**config.mk**
```make
export PLATFORM = sky130hd
export DESIGN_NAME = gcl_prog_port
export DESIGN_NICKNAME = d
export VERILOG_FILES = /design/src/rtl/gcl_pkg.sv /design/src/rtl/gcl_stage_port.sv /design/src/rtl/gcl_sched_ctrl.sv /design/src/rtl/gcl_bank_store.sv /design/src/rtl/gcl_prog_port.sv
export SDC_FILE = /design/constraint.sdc
export NUM_CORES = 2
export LEC_CHECK = 0
export BUFFER_PORTS_ARGS = -buffer_cell sky130_fd_sc_hd__buf_2
export CORE_MARGIN = 2
export CORE_UTILIZATION = 55
export CTS_CLUSTER_SIZE = 30
export DETAILED_ROUTE_END_ITERATION = 10
export GPL_TIMING_DRIVEN = 0
export PLACE_DENSITY = 0.76
export SLEW_MARGIN = 15
export SYNTH_ARGS = -nofsm -noshare
export SYNTH_HDL_FRONTEND = slang
export SYNTH_SLANG_ARGS = --single-unit
```
**constraint.sdc**
```tcl
create_clock -name clk -period 8.35 [get_ports clk]
set_clock_uncertainty 0.1 [all_clocks]
set_input_delay 0.835 -clock clk [delete_from_list [all_inputs] [get_ports clk]]
set_output_delay 0.835 -clock clk [all_outputs]
set_load 0.02 [all_outputs]
```
**src/rtl/gcl_pkg.sv**
```systemverilog
// Package: shared offsets, field positions and parameter-index encoding for
// the gate control list programming port. Assumes 32-bit registers.
package gcl_pkg;
    localparam int unsigned WORD_W   = 32;
    localparam int unsigned NUM_PAR  = 6;
    localparam int unsigned IDX_LSB  = 8;
    localparam int unsigned SEL_BIT  = 2;
    localparam int unsigned GO_BIT   = 0;
    localparam int unsigned OFF_LSB  = 23;
    localparam int unsigned OFF_W    = 9;
    localparam logic [15:0] OFS_MAIN = 16'h1050;
    localparam logic [15:0] OFS_CTRL = 16'h1080;
    localparam logic [15:0] OFS_DATA = 16'h1084;

    // Order of the parameter set; software relies on these index values.
    typedef enum logic [2:0] {
        PAR_BASE_LO = 3'd0,
        PAR_BASE_HI = 3'd1,
        PAR_CYC_LO  = 3'd2,
        PAR_CYC_HI  = 3'd3,
        PAR_EXT     = 3'd4,
        PAR_LEN     = 3'd5
    } par_idx_e;
endpackage

```
**src/rtl/gcl_stage_port.sv**
```systemverilog
// Staging data/control pair with a self-clearing start bit.
// A start write arms a counter of LAT cycles. When it expires, the module
// emits a one-cycle commit pulse carrying the staged index, select and data.
// Assumes LAT >= 1. Writes to either register are dropped while busy.
module gcl_stage_port
    import gcl_pkg::*;
#(
    parameter int unsigned LAT   = 2,
    parameter int unsigned IDX_W = 8
) (
    input  logic              clk,
    input  logic              rst_n,
    input  logic              wr_data,
    input  logic              wr_ctrl,
    input  logic [WORD_W-1:0] wdata,
    output logic [WORD_W-1:0] data_q,
    output logic [WORD_W-1:0] ctrl_rd,
    output logic              start_o,
    output logic              commit_o,
    output logic [IDX_W-1:0]  idx_o,
    output logic              sel_o
);
    localparam int unsigned CNT_W = $clog2(LAT + 1);

    logic [CNT_W-1:0] cnt_q;
    logic [IDX_W-1:0] idx_q;
    logic             sel_q;
    logic             start_q;

    // Staging data register: accepts a value only while idle.
    always_ff @(posedge clk) begin
        if (!rst_n)                   data_q <= '0;
        else if (wr_data && !start_q) data_q <= wdata;
    end

    // Staging control register and commit countdown.
    always_ff @(posedge clk) begin
        if (!rst_n) begin
            idx_q   <= '0;
            sel_q   <= 1'b0;
            start_q <= 1'b0;
            cnt_q   <= '0;
        end else if (start_q) begin
            if (cnt_q == CNT_W'(1)) begin
                start_q <= 1'b0;
                cnt_q   <= '0;
            end else begin
                cnt_q <= cnt_q - CNT_W'(1);
            end
        end else if (wr_ctrl) begin
            idx_q   <= wdata[IDX_LSB +: IDX_W];
            sel_q   <= wdata[SEL_BIT];
            start_q <= wdata[GO_BIT];
            cnt_q   <= wdata[GO_BIT] ? CNT_W'(LAT) : '0;
        end
    end

    // Commit pulse in the last busy cycle.
    always_comb commit_o = start_q && (cnt_q == CNT_W'(1));

    // Readback image of the control register.
    always_comb begin
        ctrl_rd                      = '0;
        ctrl_rd[IDX_LSB +: IDX_W]    = idx_q;
        ctrl_rd[SEL_BIT]             = sel_q;
        ctrl_rd[GO_BIT]              = start_q;
    end

    assign start_o = start_q;
    assign idx_o   = idx_q;
    assign sel_o   = sel_q;
endmodule

```
**src/rtl/gcl_sched_ctrl.sv**
```systemverilog
// Scheduler control register: enable, switch request and time offset.
// A pending request yields a one-cycle swap pulse, and the request clears on
// the following edge; a write of the request bit on that edge is dropped.
module gcl_sched_ctrl
    import gcl_pkg::*;
#(
    parameter int unsigned OW = OFF_W
) (
    input  logic          clk,
    input  logic          rst_n,
    input  logic          wr,
    input  logic          wr_en_bit,
    input  logic          wr_sw_bit,
    input  logic [OW-1:0] wr_off,
    output logic          en_o,
    output logic          sw_o,
    output logic [OW-1:0] off_o,
    output logic          swap_o
);
    logic swapped_q;

    // Enable and offset fields: plain write.
    always_ff @(posedge clk) begin
        if (!rst_n) begin
            en_o  <= 1'b0;
            off_o <= '0;
        end else if (wr) begin
            en_o  <= wr_en_bit;
            off_o <= wr_off;
        end
    end

    // Switch request with its self-clearing sequence.
    always_ff @(posedge clk) begin
        if (!rst_n) begin
            sw_o      <= 1'b0;
            swapped_q <= 1'b0;
        end else if (swapped_q) begin
            sw_o      <= 1'b0;
            swapped_q <= 1'b0;
        end else begin
            if (sw_o) swapped_q <= 1'b1;
            if (wr)   sw_o      <= wr_sw_bit;
        end
    end

    // Exchange the banks exactly once per request.
    always_comb swap_o = sw_o && !swapped_q;
endmodule

```
**src/rtl/gcl_bank_store.sv**
```systemverilog
// Two banks of parameters and list entries. One bank is active and drives the
// outputs; the other is the shadow. Commits go to the shadow while enabled
// and to the active bank otherwise. Out-of-range indices are discarded.
module gcl_bank_store
    import gcl_pkg::*;
#(
    parameter int unsigned DEPTH = 16,
    parameter int unsigned IDX_W = 8
) (
    input  logic                    clk,
    input  logic                    rst_n,
    input  logic                    commit,
    input  logic                    sel_par,
    input  logic [IDX_W-1:0]        idx,
    input  logic [WORD_W-1:0]       data,
    input  logic                    en,
    input  logic                    swap,
    output logic [2*WORD_W-1:0]     base_time_o,
    output logic [2*WORD_W-1:0]     cycle_time_o,
    output logic [WORD_W-1:0]       time_ext_o,
    output logic [WORD_W-1:0]       list_len_o,
    output logic [DEPTH*WORD_W-1:0] gate_list_o
);
    localparam int unsigned BANKS = 2;

    logic [WORD_W-1:0] par_q [BANKS][NUM_PAR];
    logic [WORD_W-1:0] lst_q [BANKS][DEPTH];
    logic              act_q;
    logic              tgt;
    logic              par_hit;
    logic              lst_hit;

    // Destination bank and range checks for the pending commit.
    always_comb begin
        tgt     = en ? ~act_q : act_q;
        par_hit = commit &&  sel_par && (int'(idx) < int'(NUM_PAR));
        lst_hit = commit && !sel_par && (int'(idx) < int'(DEPTH));
    end

    // Active-bank pointer, toggled by a swap pulse.
    always_ff @(posedge clk) begin
        if (!rst_n)    act_q <= 1'b0;
        else if (swap) act_q <= ~act_q;
    end

    // Parameter storage for both banks.
    always_ff @(posedge clk) begin
        for (int b = 0; b < int'(BANKS); b++) begin
            for (int p = 0; p < int'(NUM_PAR); p++) begin
                if (!rst_n)
                    par_q[b][p] <= '0;
                else if (par_hit && int'(tgt) == b && int'(idx) == p)
                    par_q[b][p] <= data;
            end
        end
    end

    // List storage for both banks.
    always_ff @(posedge clk) begin
        for (int b = 0; b < int'(BANKS); b++) begin
            for (int e = 0; e < int'(DEPTH); e++) begin
                if (!rst_n)
                    lst_q[b][e] <= '0;
                else if (lst_hit && int'(tgt) == b && int'(idx) == e)
                    lst_q[b][e] <= data;
            end
        end
    end

    // Active parameter view.
    always_comb begin
        base_time_o  = {par_q[act_q][PAR_BASE_HI], par_q[act_q][PAR_BASE_LO]};
        cycle_time_o = {par_q[act_q][PAR_CYC_HI],  par_q[act_q][PAR_CYC_LO]};
        time_ext_o   = par_q[act_q][PAR_EXT];
        list_len_o   = par_q[act_q][PAR_LEN];
    end

    // Active list view, one word per entry.
    for (genvar g = 0; g < int'(DEPTH); g++) begin : g_list_out
        assign gate_list_o[g*WORD_W +: WORD_W] = lst_q[act_q][g];
    end
endmodule

```
**src/rtl/gcl_prog_port.sv**
```systemverilog
// Top: register decode, registered read mux, and the three submodules.
// Assumes one access per cycle at most; reads have one cycle of latency.
module gcl_prog_port
    import gcl_pkg::*;
#(
    parameter int unsigned DEPTH   = 16,
    parameter int unsigned IDX_W   = 8,
    parameter int unsigned LAT     = 2,
    parameter int unsigned BUS_AW  = 16,
    localparam int unsigned LIST_W = DEPTH * WORD_W
) (
    input  logic                 clk,
    input  logic                 rst_n,
    input  logic                 bus_wr,
    input  logic                 bus_rd,
    input  logic [BUS_AW-1:0]    bus_addr,
    input  logic [WORD_W-1:0]    bus_wdata,
    output logic [WORD_W-1:0]    bus_rdata,
    output logic                 sched_en_o,
    output logic [OFF_W-1:0]     time_offset_o,
    output logic [2*WORD_W-1:0]  base_time_o,
    output logic [2*WORD_W-1:0]  cycle_time_o,
    output logic [WORD_W-1:0]    time_ext_o,
    output logic [WORD_W-1:0]    list_len_o,
    output logic [LIST_W-1:0]    gate_list_o
);
    logic              hit_main, hit_ctrl, hit_data;
    logic [WORD_W-1:0] data_q, ctrl_rd, main_rd;
    logic              start_flag, commit_go, swap_go, sw_req;
    logic [IDX_W-1:0]  c_idx;
    logic              c_sel;

    // Address decode.
    always_comb begin
        hit_main = (bus_addr == BUS_AW'(OFS_MAIN));
        hit_ctrl = (bus_addr == BUS_AW'(OFS_CTRL));
        hit_data = (bus_addr == BUS_AW'(OFS_DATA));
    end

    gcl_stage_port #(.LAT(LAT), .IDX_W(IDX_W)) u_stage (
        .clk      (clk),
        .rst_n    (rst_n),
        .wr_data  (bus_wr && hit_data),
        .wr_ctrl  (bus_wr && hit_ctrl),
        .wdata    (bus_wdata),
        .data_q   (data_q),
        .ctrl_rd  (ctrl_rd),
        .start_o  (start_flag),
        .commit_o (commit_go),
        .idx_o    (c_idx),
        .sel_o    (c_sel)
    );

    gcl_sched_ctrl #(.OW(OFF_W)) u_main (
        .clk       (clk),
        .rst_n     (rst_n),
        .wr        (bus_wr && hit_main),
        .wr_en_bit (bus_wdata[0]),
        .wr_sw_bit (bus_wdata[1]),
        .wr_off    (bus_wdata[OFF_LSB +: OFF_W]),
        .en_o      (sched_en_o),
        .sw_o      (sw_req),
        .off_o     (time_offset_o),
        .swap_o    (swap_go)
    );

    gcl_bank_store #(.DEPTH(DEPTH), .IDX_W(IDX_W)) u_store (
        .clk          (clk),
        .rst_n        (rst_n),
        .commit       (commit_go),
        .sel_par      (c_sel),
        .idx          (c_idx),
        .data         (data_q),
        .en           (sched_en_o),
        .swap         (swap_go),
        .base_time_o  (base_time_o),
        .cycle_time_o (cycle_time_o),
        .time_ext_o   (time_ext_o),
        .list_len_o   (list_len_o),
        .gate_list_o  (gate_list_o)
    );

    // Readback image of the scheduler control register.
    always_comb begin
        main_rd                    = '0;
        main_rd[0]                 = sched_en_o;
        main_rd[1]                 = sw_req;
        main_rd[OFF_LSB +: OFF_W]  = time_offset_o;
    end

    // Registered read mux, one cycle of latency.
    always_ff @(posedge clk) begin
        if (!rst_n) bus_rdata <= '0;
        else if (bus_rd) begin
            if (hit_data)      bus_rdata <= data_q;
            else if (hit_ctrl) bus_rdata <= ctrl_rd;
            else if (hit_main) bus_rdata <= main_rd;
            else               bus_rdata <= '0;
        end
    end
endmodule

```
==> impl_metrics.tcl <==
set metrics [dict create \
    status "complete, no violations" \
    cp_slowest_cell "clkbuf_1" \
    synth_cells 4427 \
    worst_pin_slew_ns 1.38 \
    synthToLayoutAreaGrowth_pct 19.2 \
    ios 798 \
    final_common_cell "and2_1" \
    cts_buffers 155 \
    finalHoldViolCount 0 \
    min_from "bus_wdata[20]" \
    hold_buffers 0 \
    dpl.hpwl_mm 162 \
    multi_input_area_um2 19800 \
    rr_worst_depth 6 \
    slew_violations 0 \
    finalCriticalPeriod_ns 5.63 \
    critPathKind "flip-flop to primary output" \
    port_buffers 795 \
    crit_required_ns 7.41 \
    drc 0 \
    power.density_nw_per_um2 212 \
    path_max_fanout 10 \
    seq_area_um2 44100 \
    power_mw 16.4 \
    hold_path_end "u_stage.data_q[20]" \
    crit_chain "clkbuf_1 > clkbuf_1 > clkbuf_1 > mux2_2 > buf_2" \
    synth_edf_count 1408 \
    clkPwrFrac_pct 41.4 \
    core_um2 118000 \
    ir_drop_v 0.000219 \
    die_h_um 348 \
    dominantRegCellSynth "edfxtp_1" \
    ys_types 48 \
    postCtsSetupBuffers 0 \
    gp_congestion 0.911 \
    layout_common_cells "1410 x and2_1, 1408 x edfxtp_1, 808 x buf_2" \
    hold_depth 3 \
    antenna_found_initial 43 \
    end_kind "primary output" \
    track_usage_pct 38.7 \
    wirelength_mm 238 \
    slew_headroom_pct 8.25 \
    clockRootBuffer "clkbuf_16" \
    fmax_mhz 178 \
    reg2reg_slack_ns 4.05 \
    fin_setup_tns_ns 0 \
    drtAntennaViolNets 0 \
    r2r-end "u_store.lst_q[0][447]" \
    hp-class "input port to flip-flop" \
    wire_per_inst_um 33.4 \
    htree_levels 4 \
    crit_top_cell "clkbuf_1" \
    rsz0062_at_grt "false" \
    setup_violations 0 \
    grt_overflow 0 \
    crit_arrival_ns 4.70 \
    maxCapViolations 0 \
    synth_area_um2 65000 \
    power_frac_comb_pct 6.1 \
    grt_max_degree 26 \
    viasPerCell 6.09 \
    seqPwrFrac_pct 52.5 \
    cts_tree "yes" \
    synthArstFlopShare_pct 0 \
    start_util_pct 55.3 \
    cts.sinks 1498 \
    dieArea_um2 121000 \
    layout.nets 5481 \
    num_vias 43300 \
    syn_nets 4480 \
    ys_ff_latch 1498 \
    r2r_start "u_stage.idx_o[5]" \
    timing.final.crit_share_pct 67.4 \
    syn_avg_cell_area_um2 14.7 \
    yosysSeqAreaShare_pct 67.8 \
    num_rows 126 \
    first_pass_iters 5 \
    clkSlewWorstSetupHoldPaths_ns 0.06 \
    grt_pass1_vias 41700 \
    critPathMaxStageDelay_ns 0.98 \
    fp.dieW_um 348 \
    net-switching-power_mw 3.71 \
    grt_pass1_wl_mm 319 \
    first_iter_violations 6290 \
    ctsResizeCount 0 \
    p_int_mw 12.7 \
    critPathLaunchType "flip-flop" \
    netSwitchingFraction_pct 22.6 \
    p_leak_nw 28.1 \
    drive_gt1_share_pct 34.2 \
    clk_path_buf_depth 3 \
    synth.yosys.warnings 0 \
    fillerInstances 8527 \
    insertion_delay_ns 0.77 \
]
==> cell usage after synthesis (all sizes together) (18+ instances only) <==
cell type,count,area share [%]
nor3,46,0.52
dfxtp,90,2.8
a22oi,19,0.22
o21ai,60,0.46
mux2,705,12
clkbuf,381,2.2
nand3,18,0.16
nand2,96,0.56
mux2i,52,0.80
edfxtp,1408,65
buf,38,0.33
a21oi,19,0.15
and2,1410,14
==> worst max-delay path, delay by kind of cell, from the launching register on <==
family,cells,cell delay [ns]
buffers and inverters,4,3.06
DFF,1,0.33
muxes,1,0.53
==> registers in the layout, indices dropped and copies added, names as in the netlist, named ones only <==
name / cells
u_main.en_o: 1
u_store.par_q: 384
bus_rdata: 32
u_store.act_q: 1
u_stage.data_q: 32
u_main.swapped_q: 1
u_stage.cnt_q: 2
u_stage.idx_o: 8
u_store.lst_q: 1024
u_main.sw_o: 1
u_stage.sel_o: 1
u_stage.start_o: 1
u_main.off_o: 9
==> power groups by stage <==
| stage | logic (mW) | registers, mW | clock network, mW |
|---|---|---|---|
| detailed placement | 0.992 | 8.78 | 0 |
| global route | 1.03 | 8.65 | 7.07 |
| floorplan | 0.526 | 8.77 | 0 |
| finish | 1.01 | 8.63 | 6.80 |
| global placement | 0.911 | 8.80 | 0 |
| CTS | 0.997 | 8.62 | 6.77 |
==> logic make-up after synthesis <==
kind of cell / count (synthesis) / share of synthesized area (%)
AO/OA/AOI/OAI: 120 / 1.08
XOR/XNOR: 4 / 0.0539
adder cells (fa/ha/maj): 1 / 0.0192
buffers and inverters: 423 / 2.57
flip-flops: 1498 / 67.8
multiplexers: 757 / 13.0
AND/OR/NAND/NOR: 1624 / 15.5
==> final cells by class <==
cell class	count	share of cell area (%)
multi-input cells	2506	25.5
well taps	1536	2.48
inverters	4	0.0194
clock buffers	197	5.42
diodes	25	0.0807
clock inverters	84	0.893
repair buffers	844	6.53
plain buffers	419	2.18
flip-flops and latches	1498	56.9
==> how the worst max path moves through the flow <==
stage / cells past startpoint / startpoint / to
5_1_grt: 5 / flip-flop / gate_list_o[9]
6_report: 5 / flip-flop / gate_list_o[10]
3_5_place_dp: 5 / flip-flop / gate_list_o[9]
2_1_floorplan: 6 / u_stage.idx_o[1] / u_store.par_q[0][160]
3_3_place_gp: 5 / u_stage.idx_o[4] / u_store.lst_q[0][423]
4_1_cts: 5 / flip-flop / gate_list_o[9]
==> layer usage <==
metal | part of all wire (%) | global-route usage [%] | routed length, µm
met1 | 36 | 51.0 | 85700
met2 | 46 | 59.5 | 108000
met3 | 12 | 8.28 | 27800
met4 | 6.7 | 22.7 | 15900
met5 | 0.0072 | 0 | 17
==> through the flow <==
step                      hold slack (ns)  utilization (%)  std cells  setup slack [ns]  cell area, µm²
after global placement              0.352             60.3       6758              1.17           70900
final                               0.208             65.9       7113              2.72           77500
after CTS                           0.175             65.9       7088              2.85           77500
after detailed placement            0.359             61.7       6807              3.65           72600
after global routing                0.201             65.9       7088              2.79           77500
after floorplan                     0.356                -       4427              3.98           65000
Power figures use the tool's default switching activity.
